<file path="config.mk">
export PLATFORM = sky130hd
export DESIGN_NAME = sia_alu
export DESIGN_NICKNAME = d
export VERILOG_FILES = /design/src/rtl/sia_pkg.sv /design/src/rtl/sia_operand.sv /design/src/rtl/sia_arith.sv /design/src/rtl/sia_logic.sv /design/src/rtl/sia_flags.sv /design/src/rtl/sia_alu.sv
export SDC_FILE = /design/constraint.sdc
export NUM_CORES = 1
export LEC_CHECK = 0
export BUFFER_PORTS_ARGS = -buffer_cell sky130_fd_sc_hd__buf_2
export CAP_MARGIN = 20
export CORE_UTILIZATION = 50
export DETAILED_ROUTE_END_ITERATION = 8
export PLACE_DENSITY_LB_ADDON = 0.25
export SYNTH_ARGS = -nofsm -noshare
export SYNTH_HDL_FRONTEND = slang
export SYNTH_SLANG_ARGS = --single-unit
</file>
<file path="constraint.sdc">
create_clock -name clk_i -period 5.8 [get_ports clk_i]
set_clock_uncertainty 0.2 [all_clocks]
set_input_delay 0.58 -clock clk_i [delete_from_list [all_inputs] [get_ports clk_i]]
set_output_delay 0.58 -clock clk_i [all_outputs]
set_load 0.005 [all_outputs]
</file>
<file path="src/rtl/sia_pkg.sv">
package sia_pkg;
  typedef enum logic [2:0] {
    OP_ADD = 3'b000,
    OP_ADC = 3'b001,
    OP_SUB = 3'b010,
    OP_SBB = 3'b011,
    OP_AND = 3'b100,
    OP_OR  = 3'b101,
    OP_XOR = 3'b110,
    OP_SHF = 3'b111
  } sub_op_e;

  typedef struct packed {
    logic c;
    logic v;
    logic n;
    logic z;
  } flags_t;

  function automatic logic is_logic_op(sub_op_e op);
    return (op == OP_AND) || (op == OP_OR) || (op == OP_XOR);
  endfunction
endpackage

</file>
<file path="src/rtl/sia_operand.sv">
module sia_operand
  import sia_pkg::*;
#(
  parameter int W = 32,
  localparam int HALF = W / 2
) (
  input  sub_op_e         op_i,
  input  logic            use_imm_i,
  input  logic            hi_sel_i,
  input  logic [W-1:0]    rs2_i,
  input  logic [HALF-1:0] imm_i,
  output logic [W-1:0]    opb_o
);
  logic [HALF-1:0] fill;
  logic [W-1:0]    imm_word;

  // AND keeps the other half untouched by filling it with ones
  assign fill     = (op_i == OP_AND) ? {HALF{1'b1}} : {HALF{1'b0}};
  assign imm_word = hi_sel_i ? {imm_i, fill} : {fill, imm_i};
  assign opb_o    = use_imm_i ? imm_word : rs2_i;
endmodule

</file>
<file path="src/rtl/sia_arith.sv">
module sia_arith
  import sia_pkg::*;
#(
  parameter int W = 32
) (
  input  logic [W-1:0] a_i,
  input  logic [W-1:0] b_i,
  input  logic         sub_i,
  input  logic         chain_i,
  input  logic         c_flag_i,
  output logic [W-1:0] sum_o,
  output logic         c_o,
  output logic         v_o
);
  logic [W-1:0] b_eff;
  logic         cin;
  logic         cout;

  assign b_eff = sub_i ? ~b_i : b_i;

  // subtract: cin=1 is plain, a stored borrow removes it
  always_comb begin
    if (sub_i) cin = chain_i ? ~c_flag_i : 1'b1;
    else       cin = chain_i ? c_flag_i : 1'b0;
  end

  assign {cout, sum_o} = {1'b0, a_i} + {1'b0, b_eff} + {{W{1'b0}}, cin};
  assign c_o = sub_i ? ~cout : cout;
  assign v_o = (a_i[W-1] == b_eff[W-1]) && (sum_o[W-1] != a_i[W-1]);
endmodule

</file>
<file path="src/rtl/sia_logic.sv">
module sia_logic
  import sia_pkg::*;
#(
  parameter int W = 32
) (
  input  sub_op_e      op_i,
  input  logic [W-1:0] a_i,
  input  logic [W-1:0] b_i,
  output logic [W-1:0] res_o
);
  always_comb begin
    unique case (op_i)
      OP_AND:  res_o = a_i & b_i;
      OP_OR:   res_o = a_i | b_i;
      OP_XOR:  res_o = a_i ^ b_i;
      default: res_o = '0;
    endcase
  end
endmodule

</file>
<file path="src/rtl/sia_flags.sv">
module sia_flags
  import sia_pkg::*;
(
  input  logic   clk_i,
  input  logic   rst_ni,
  input  logic   we_i,
  input  flags_t flags_d_i,
  output flags_t flags_q_o
);
  always_ff @(posedge clk_i or negedge rst_ni) begin
    if (!rst_ni)   flags_q_o <= '0;
    else if (we_i) flags_q_o <= flags_d_i;
  end

  // no write strobe, no change
  a_r6_hold: assert property (@(posedge clk_i) disable iff (!rst_ni)
    !we_i |=> $stable(flags_q_o));
endmodule

</file>
<file path="src/rtl/sia_alu.sv">
module sia_alu
  import sia_pkg::*;
#(
  parameter int W = 32,
  localparam int HALF = W / 2,
  localparam int NFLAGS = 4
) (
  input  logic              clk_i,
  input  logic              rst_ni,
  input  logic              valid_i,
  input  logic [2:0]        sub_op_i,
  input  logic              use_imm_i,
  input  logic              hi_sel_i,
  input  logic              set_flags_i,
  input  logic [W-1:0]      rs1_i,
  input  logic [W-1:0]      rs2_i,
  input  logic [HALF-1:0]   imm_i,
  output logic [W-1:0]      result_o,
  output logic              shift_req_o,
  output logic [NFLAGS-1:0] flags_o
);
  sub_op_e      op;
  logic [W-1:0] opb, arith_res, logic_res;
  logic         arith_c, arith_v, is_sub, is_chain, is_log, is_shf;
  flags_t       flags_q, flags_d;

  assign op       = sub_op_e'(sub_op_i);
  assign is_sub   = (op == OP_SUB) || (op == OP_SBB);
  assign is_chain = (op == OP_ADC) || (op == OP_SBB);
  assign is_log   = is_logic_op(op);
  assign is_shf   = (op == OP_SHF);

  sia_operand #(.W(W)) u_opnd (
    .op_i(op), .use_imm_i(use_imm_i), .hi_sel_i(hi_sel_i),
    .rs2_i(rs2_i), .imm_i(imm_i), .opb_o(opb)
  );

  sia_arith #(.W(W)) u_arith (
    .a_i(rs1_i), .b_i(opb), .sub_i(is_sub), .chain_i(is_chain),
    .c_flag_i(flags_q.c), .sum_o(arith_res), .c_o(arith_c), .v_o(arith_v)
  );

  sia_logic #(.W(W)) u_logic (
    .op_i(op), .a_i(rs1_i), .b_i(opb), .res_o(logic_res)
  );

  always_comb begin
    if (is_shf)      result_o = '0;
    else if (is_log) result_o = logic_res;
    else             result_o = arith_res;
  end

  assign flags_d.c = is_log ? 1'b0 : arith_c;
  assign flags_d.v = is_log ? 1'b0 : arith_v;
  assign flags_d.n = result_o[W-1];
  assign flags_d.z = (result_o == '0);

  sia_flags u_flags (
    .clk_i(clk_i), .rst_ni(rst_ni),
    .we_i(valid_i && set_flags_i && !is_shf),
    .flags_d_i(flags_d), .flags_q_o(flags_q)
  );

  assign flags_o     = flags_q;
  assign shift_req_o = valid_i && is_shf;

  // shift code yields zero and leaves flags alone
  a_r10_shift_zero: assert property (@(posedge clk_i) disable iff (!rst_ni)
    (sub_op_i == 3'b111) |-> (result_o == '0));
  a_r10_shift_keep: assert property (@(posedge clk_i) disable iff (!rst_ni)
    (valid_i && sub_op_i == 3'b111) |=> $stable(flags_o));
  // logic ops clear C and V
  a_r9_logic_cv: assert property (@(posedge clk_i) disable iff (!rst_ni)
    (valid_i && set_flags_i && sub_op_i[2] && sub_op_i != 3'b111)
      |=> (flags_o[3:2] == 2'b00));
  // zero result recorded in Z
  a_r5_zero_flag: assert property (@(posedge clk_i) disable iff (!rst_ni)
    (valid_i && set_flags_i && sub_op_i != 3'b111 && result_o == '0)
      |=> flags_o[0]);
  // AND immediate keeps the uncovered half of rs1
  a_r4_and_keep: assert property (@(posedge clk_i) disable iff (!rst_ni)
    (sub_op_i == 3'b100 && use_imm_i && !hi_sel_i)
      |-> (result_o[W-1:HALF] == rs1_i[W-1:HALF]));
endmodule

</file>
# After elaboration in Yosys (flattened, before gate mapping)
# Cells that the tools add are included.
[totals]
regBits = 4
in_bits = 89
[classes]
add_sub_neg = 2
n_eq_ne = 9
muxes = 13
bitwise = 6
reduce_logical = 10
[ops]
columns = ["cell", "count"]
rows = [
  ["$mux W32", 5],
  ["$pmux W32 S3", 1],
  ["$add A32 B32 Y33", 1],
  ["$add A33 B1 Y33", 1],
  ["$and A32 B32 Y32", 1],
  ["$logic_not A32 Y1", 1],
  ["$not A32 Y32", 1],
  ["$or A32 B32 Y32", 1],
  ["$xor A32 B32 Y32", 1],
  ["$mux W16", 1],
  ["$eq A3 B3 Y1 const B", 4],
  ["$eq A3 B2 Y1 const B", 2],
  ["$mux W1", 6],
  ["$logic_and A1 B1 Y1", 4],
  ["$logic_or A1 B1 Y1", 4],
  ["$eq A3 B1 Y1 const B", 1],
  ["$not A1 Y1", 2],
  ["$eq A1 B1 Y1", 1],
  ["$logic_not A1 Y1", 1],
  ["$ne A1 B1 Y1", 1],
]

# Depth between registers and ports, before layout
# Gate-level depths: netlist of run 1.
[depth]
word_depth = 11
mapped_depth = 20

# By module
# Synthesis of run 1 repeated with hierarchy kept, for this count alone.
[unflattened]
cells_unflattened = 842
hier_area_um2 = 5879.4
[by_module_without_submodules]
columns = ["mod", "instances", "cells_per_inst", "area_each_um2", "seq_area_each_um2"]
rows = [
  ["sia_arith", 1, 308, 2200.9, 0.0],
  ["sia_logic", 1, 279, 1879.3, 0.0],
  ["sia_operand", 1, 115, 952.2, 0.0],
  ["sia_alu", 1, 132, 701.9, 0.0],
  ["sia_flags", 1, 8, 145.1, 100.1],
]

# Least setup slack after synthesis of run 1
# OpenSTA, ideal clock, no wires.
[synth_timing]
path_kind = "input -> output"
start = "in sub_op_i[1]"
end = "out result_o[31]"
arrival_time_ns = 5.069
required_ns = 5.020
slack_ns = -0.049
stages = 18
n_path_buf = 6
cell_sequence = "buf_1 > buf_2 > buf_2 > buf_2 > nand2_1 > buf_1 > xnor2_1 > ha_1 > and2_4 > nand3_4 > a2111oi_0 > o41a_1 > a21oi_1 > o31ai_1 > a21oi_2 > xor2_1 > o21ai_2 > buf_4"
[synth_rtl]
columns = ["item", "line_no", "source"]
rows = [
  ["from (decl)", "sia_alu.sv:11", "input logic [2:0] sub_op_i,"],
  ["to (decl)", "sia_alu.sv:18", "output logic [W-1:0] result_o,"],
]

# Worst setup path after layout of run 1
[layout_timing]
start = "in sub_op_i[0]"
end = "out result_o[30]"
[layout_via]
elab_chain_cells = 10
[layout_lines]
columns = ["item", "line_no", "source"]
rows = [
  ["$eq A3 B3 Y1", "sia_pkg.sv:21, sia_operand.sv:18, sia_logic.sv:12", ""],
  ["$mux W16", "sia_operand.sv:18", "assign fill = (op_i == OP_AND) ? {HALF{1'b1}} : {HALF{1'b0}};"],
  ["$mux W32", "sia_operand.sv:19", "assign imm_word = hi_sel_i ? {imm_i, fill} : {fill, imm_i};"],
  ["$mux W32", "sia_operand.sv:20", "assign opb_o = use_imm_i ? imm_word : rs2_i;"],
  ["$not A32 Y32", "sia_arith.sv:19", "assign b_eff = sub_i ? ~b_i : b_i;"],
  ["$mux W32", "sia_arith.sv:19", ""],
  ["$add A32 B32 Y33", "sia_arith.sv:27", "assign {cout, sum_o} = {1'b0, a_i} + {1'b0, b_eff} + {{W{1'b0}}, cin};"],
  ["$add A33 B1 Y33", "sia_arith.sv:27", ""],
  ["$mux W32", "sia_alu.sv:49", "else if (is_log) result_o = logic_res;"],
  ["$mux W32 (*)", "sia_alu.sv:48", "if (is_shf) result_o = '0;"],
]
# Mark *: on every way between the ends. The rest lies on a longest branch, timed or not.

==> run_results.csv, run 1 <==
group,metric,value,unit
global_route,grt_pass1_wl,27030,um
critical_path,crit_start,"sub_op_i[0]",
outcome,status,"finished clean",
yosys,yosysMostFrequentCell,"a21oi_1",
sta,fin_tns_setup,0,ps
layout,drive_above_1_share,20.07,%
sta,slew_headroom,51.52,%
sta,period_minus_slack,5464,ps
critical_path,rrSetupSlack,1020,ps
layout,reg_top3,"u_flags.flags_q_o (4)",
yosys,seq_area_frac_synth,2.016,%
power,ir_drop,0.1705,mV
routing,totalWireLength,17410,um
global_route,groute.usage.overall,33.36,%
layout,area_growth,16.10,%
global_route,use_met1,48.57,%
layout,stdcell_area,0.005766,mm2
critical_path,timing.rr.start,"u_flags.flags_q_o[3]",
yosys,synth_edf_count,0,
critical_path,cp-end-kind,"output port",
placement,dpl_cell_area,0.005709,mm2
yosys,avgSynthCellArea,6.869,um2
yosys,synthTopCellsByArea,"ha_1 (24%), a21oi_1 (9.9%), mux2i_1 (6.7%)",
yosys,synth_area_leader_cell,"ha_1",
global_route,grt-ovfl-total,0,
yosys,syn-num-nets,909,
layout,diodes,0,
critical_path,crit_chain,"buf_2 > nor4_2 > buf_4 > a21oi_1 > a21oi_1 > xnor2_1 > inv_1 > fa_1 > nand2b_1 > a21oi_1 > o21ai_0 > a31oi_1 > buf_4 > nand4_1 > and3b_1 > o31ai_1 > buf_2",
global_route,grt_use_met3,1.449,%
sta,max_freq,0.1830,GHz
routing,drtAntennaViolNets,0,
global_route,grt_pass1_vias,5368,
layout,layout.nets,1015,
power,power,0.0008918,W
critical_path,cp_slowest_cell,"fa_1",
critical_path,crit_path_end,"result_o[30]",
routing,vias,5764,
layout,final_cells,960,
floorplanning,initial_core_util,51.28,%
global_route,grt_max_degree,69,
critical_path,crit_buf_inv,5,
critical_path,r2r_cells,16,
sta,setup_violations,0,
run,maxCapViolCount,0,
yosys,synth.top_cell.area_share,23.94,%
critical_path,critPathKind,"in -> out",
power,power_density,154.7,mW/mm2
clock_tree,h-tree-depth,1,
placement,hpwl,13890,um
sta,period_share,94.20,%
routing,vias_per_cell,6.004,
floorplanning,dieArea,0.01033,mm2
layout,finish.utilization,59.53,%
yosys,async_flop_share,100.0,%
floorplanning,die_width,101.7,um
floorplanning,die_h,101.7,um
placement,post-place-cells,956,
routing,drt_iter0_drc,339,
layout,fill_cells,968,
critical_path,critPathTopFamily,"compound AO/OA/AOI/OAI gates",
global_route,antenna_found_initial,0,
global_route,met2_usage,53.64,%
yosys,ys.flop_type,"dfrtp_1",
global_route,grt_busiest_layer,"met2",
clock_tree,cts_sinks,4,
placement,place.gp.congestion,0.9206,
routing,drc_errors,0,
clock_tree,root_buffer,"clkbuf_8",
layout,top_register,"u_flags.flags_q_o",
floorplanning,pin_count,126,
yosys,ys_top_cells_by_count,"a21oi_1 (98), ha_1 (95), inv_1 (79)",
power,p_leak,2.910,nW
clock_tree,clkLatencyLatePin,210,ps
critical_path,worstPathRequired,5020,ps
floorplanning,rows,36,
critical_path,cp_common_cell,"a21oi_1",
placement,io_buffers,125,
sta,slew_violations,0,
sta,worst_slew_pin_slew,719.6,ps
yosys,netlist_instances,723,
clock_tree,clock_path_buffers,2,
floorplanning,design.core.area,0.009684,mm2
critical_path,crit_arrival,4680,ps
clock_tree,cts.clk_slew.worst_paths,30,ps
hold_path,min_path_type,"reg -> reg",
clock_tree,cts_tree,"done",
critical_path,cp_num_cells,17,
yosys,ys.warnings.count,0,
critical_path,r2r_end,"u_flags.flags_q_o[0]",
sta,hold_violations,0,
yosys,synthesis.area,0.004966,mm2
critical_path,cp-start-kind,"primary input",
routing,routedWlPerCell,18.13,um
routing,dr.pass1.iters,5,
yosys,ys_seq_elements,4,
clock_tree,cts_made_buffers,3,
sta,rsz0062_at_grt,"no",
yosys,yosys.cell_types.count,68,
layout,largest_reg_flops,4,
critical_path,worstPathMaxFanout,15,
critical_path,crit_path_max_incr_delay,410,ps
==> cells in the final DEF (no fill, tap or decap), types with 3 or more instances in the layout <==
cell type,netlist,routed
mux2i_1,33,33
nor3_1,11,11
nand4_1,9,9
buf_2,4,125
o21bai_1,3,3
o22ai_1,26,26
nand2_1,56,55
o21ai_0,31,31
nor2b_1,5,5
a2111o_1,4,4
a21oi_1,98,98
a31oi_1,6,6
buf_4,6,18
a21o_1,7,7
nor3b_1,4,4
o211ai_1,6,6
nor2_1,58,58
xor2_1,10,10
ha_1,95,95
inv_1,79,79
or4_1,4,4
nand3_1,7,7
o21a_1,11,11
nor4_2,1,3
dfrtp_1,4,4
o31ai_1,13,13
xnor2_1,37,37
a21boi_0,4,4
nand2b_1,3,3
and3_1,4,4
o221ai_1,6,6
clkbuf_8,0,3
==> area by class of cell <==
| cell class | instances | area [um2] | share of cell area [%] |
|---|---|---|---|
| timing repair buffer | 144 | 770.7 | 13.37 |
| tap | 133 | 166.4 | 2.886 |
| inverter | 80 | 300.3 | 5.208 |
| clock buffer | 3 | 41.29 | 0.7161 |
| multi-input combinational | 596 | 4387 | 76.09 |
| sequential | 4 | 100.1 | 1.736 |
==> per-layer routing <==
metal / up-vias / wire (um) / share of wire [%]
met3: 26 / 1251 / 7.2
li1: 2798 / - / -
met4: 0 / 434 / 2.5
met1: 2692 / 8091 / 46
met5: - / 0 / 0
met2: 248 / 7629 / 44
==> cell families after synthesis <==
logic type / Yosys count / share of synthesized area [%]
compound gates: 242 / 31.27
xor+xnor: 47 / 8.289
fa+ha+maj: 97 / 24.74
buf+inv: 123 / 10.08
flops: 4 / 2.016
mux: 34 / 6.878
simple gates: 176 / 16.73
==> tightest hold or removal path, delay by kind of cell (launching register included) <==
| kind | cells | cell delay [ps] |
|---|---|---|
| DFF | 1 | 340 |
| and+or+nand+nor | 1 | 60 |
| AOI/OAI and AO/OA | 1 | 60 |
==> per-stage QoR <==
stage	hold slack [ps]	setup slack (ps)
6_report	301.1	336.1
3_5_place_dp	188.5	316.4
3_3_place_gp	183.9	415.7
5_1_grt	323.7	47.26
4_1_cts	299.4	372.5
2_1_floorplan	84.41	3.309
==> timing repair <==
action	CTS	global route
setup endpoints to repair	0	2
hold buffers	1	0
resized for setup	0	1
endpoints found under the hold margin	4	0
setup buffers	0	0
==> power by group <==
part	switching, W	internal (W)	leakage (nW)
logic	0.000469	0.000328	2.84
clock network	0.0000150	0.0000443	0.0216
registers	0.00000317	0.0000324	0.0531
total	0.000487	0.000405	2.91
==> how the worst min path moves through the flow <==
stage | startpoint | cells after the start | endpoint | slack [ps]
CTS | u_flags.flags_q_o[2] | 2 | u_flags.flags_q_o[2] | 300
global route | u_flags.flags_q_o[1] | 1 | u_flags.flags_q_o[1] | 320
global placement | rst_ni | 1 | u_flags.flags_q_o[2] | 180
floorplan | rst_ni | 0 | u_flags.flags_q_o[0] | 80
detailed placement | rst_ni | 1 | u_flags.flags_q_o[2] | 190
finish | u_flags.flags_q_o[2] | 2 | u_flags.flags_q_o[2] | 300
Power figures use the tool's default switching activity.
==> inputs of run 2 (changes only) <==
Settings changed: CORE_UTILIZATION 50 to 51.
==> run 2 against run 1 <==
  * Global-route usage decreased by 1.0 points
  * Fmax decreased by 0.27%
  * Sequential share of layout area about the same
  * Wire length decreased by 2.9%
  * Sequential cell count unchanged
  * Final area decreased by 0.30%
==> run_results.csv, run 2 (synthesis results as in run 1) <==
group,metric,value,unit
routing,routedWlPerCell,17.70,um
critical_path,critPathKind,"in -> out",
clock_tree,clock_path_buffers,2,
global_route,grt-ovfl-total,0,
critical_path,cp_common_cell,"a21oi_1",
sta,worst_slew_pin_slew,744.9,ps
layout,reg_top3,"u_flags.flags_q_o (4)",
global_route,grt_pass1_vias,5151,
power,power_density,153.5,mW/mm2
run,maxCapViolCount,0,
sta,period_minus_slack,5479,ps
placement,place.gp.congestion,1.020,
layout,largest_reg_flops,4,
routing,drc_errors,0,
critical_path,cp_slowest_cell,"a21oi_1",
routing,routed-wl-met3,1219,um
power,power,0.0008821,W
clock_tree,cts_setup_buffers,0,
clock_tree,h-tree-depth,1,
floorplanning,die_width,100.7,um
routing,totalWireLength,16910,um
sta,slew_violations,0,
sta,max_freq,0.1825,GHz
clock_tree,cts.clk_slew.worst_paths,30,ps
sta,fin_tns_setup,0,ps
critical_path,worstPathRequired,5020,ps
power,ir_drop,0.1975,mV
clock_tree,root_buffer,"clkbuf_8",
placement,io_buffers,125,
critical_path,crit_chain,"buf_2 > inv_1 > nor4_2 > buf_4 > a21oi_1 > a21oi_1 > xnor2_1 > ha_1 > a21oi_1 > o21ai_0 > o41a_1 > a21oi_1 > o31ai_1 > a21oi_1 > xor2_1 > o21ai_0 > buf_2",
clock_tree,clkLatencyLatePin,210,ps
layout,layout.nets,1014,
global_route,grt_pass1_wl,26170,um
placement,hpwl,13640,um
sta,hold_violations,0,
critical_path,cp-start-kind,"primary input",
routing,vias_per_cell,6.036,
layout,top_register,"u_flags.flags_q_o",
placement,dp_slack,333.0,ps
sta,rsz0062_at_grt,"no",
routing,top_layer,"met4",
layout,final_cell_mix,"buf_2 (125), a21oi_1 (98), ha_1 (95), inv_1 (79), nor2_1 (58)",
layout,drive_above_1_share,19.85,%
critical_path,crit_path_max_incr_delay,510,ps
floorplanning,design.core.area,0.009328,mm2
floorplanning,dieArea,0.01014,mm2
routing,drtAntennaViolNets,0,
sta,setup_slack,321.2,ps
sta,period_share,94.46,%
layout,area_growth,15.75,%
clock_tree,cts_made_buffers,3,
hold_path,min_path_type,"reg -> reg",
critical_path,cp-end-kind,"output port",
routing,vias,5764,
clock_tree,cts_sinks,4,
routing,drt_iter0_drc,404,
routing,wl_met1,7829,um
power,p_leak,2.906,nW
global_route,groute.usage.overall,32.36,%
global_route,grt_max_degree,69,
outcome,status,"finished clean",
sta,slew_headroom,50.34,%
floorplanning,die_h,100.7,um
routing,wl_met2,7490,um
floorplanning,pin_count,126,
layout,layout_commonest_cell,"buf_2",
global_route,antenna_found_initial,0,
floorplanning,rows,35,
critical_path,worstPathMaxFanout,15,
critical_path,crit_arrival,4700,ps
clock_tree,cts_tree,"done",
floorplanning,initial_core_util,53.24,%
routing,dr.pass1.iters,5,
layout,diodes,0,
sta,setup_violations,0,
==> run 2: changes by cell type in the layout (fill, tap and decap cells not counted), sizes merged <==
cell	before	now
buf	143	142
==> run 2: final timing paths <==
check	from	cells after the start	slack [ps]	endpoint
max	sub_op_i[2]	17	320	result_o[29]
min in group asynchronous	rst_ni	2	510	u_flags.flags_q_o[1]
max reg2reg	u_flags.flags_q_o[3]	16	1140	u_flags.flags_q_o[0]
min	u_flags.flags_q_o[1]	1	300	u_flags.flags_q_o[1]
min reg2reg	u_flags.flags_q_o[1]	1	300	u_flags.flags_q_o[1]
max in group asynchronous	rst_ni	2	4770	u_flags.flags_q_o[3]
==> run 2: stage by stage <==
stage / utilization (%) / instance area [um2] / hold slack, ps / std cells
6_report: 61.62 / 5748 / 297.3 / 955
3_3_place_gp: 61.07 / 5697 / 184.4 / 951
5_1_grt: 61.62 / 5748 / 314.1 / 955
2_1_floorplan: - / 4967 / 84.41 / 723
3_5_place_dp: 61.07 / 5697 / 186.8 / 951
4_1_cts: 61.62 / 5748 / 295.2 / 955
==> run 2: what timing repair did <==
item                       4_1_cts  5_1_grt
setup endpoints to repair        0        0
hold buffers                     1        0
resized for setup                0        0
hold endpoints to repair         4        0
==> run 2: metal layers <==
layer | vias up | GRT usage [%]
li1 | 2787 | -
met1 | 2681 | 46.95
met2 | 265 | 53.32
met3 | 31 | 1.040
met4 | 0 | 6.466
met5 | - | 0
==> run 2: report_power, final <==
group | total, W | switching [W] | internal, W
registers | 0.0000354 | 0.00000294 | 0.0000324
logic | 0.000791 | 0.000467 | 0.000324
clock network | 0.0000559 | 0.0000118 | 0.0000440
==> run 2: worst max-delay path, delay by kind of cell <==
family	cells	cell delay [ps]
AOI/OAI and AO/OA	9	2570
buffers and inverters	4	640
adders and majority gates	1	390
and+or+nand+nor	1	280
xor gates and xnor gates	2	230
==> run 2: cell type report <==
class                      count  area (um2)
multi-input combinational    596        4382
fill                         947        3580
timing repair buffer         143       763.2
inverter                      80       300.3
tap                          129       161.4
sequential                     4       100.1
clock buffer                   3       41.29
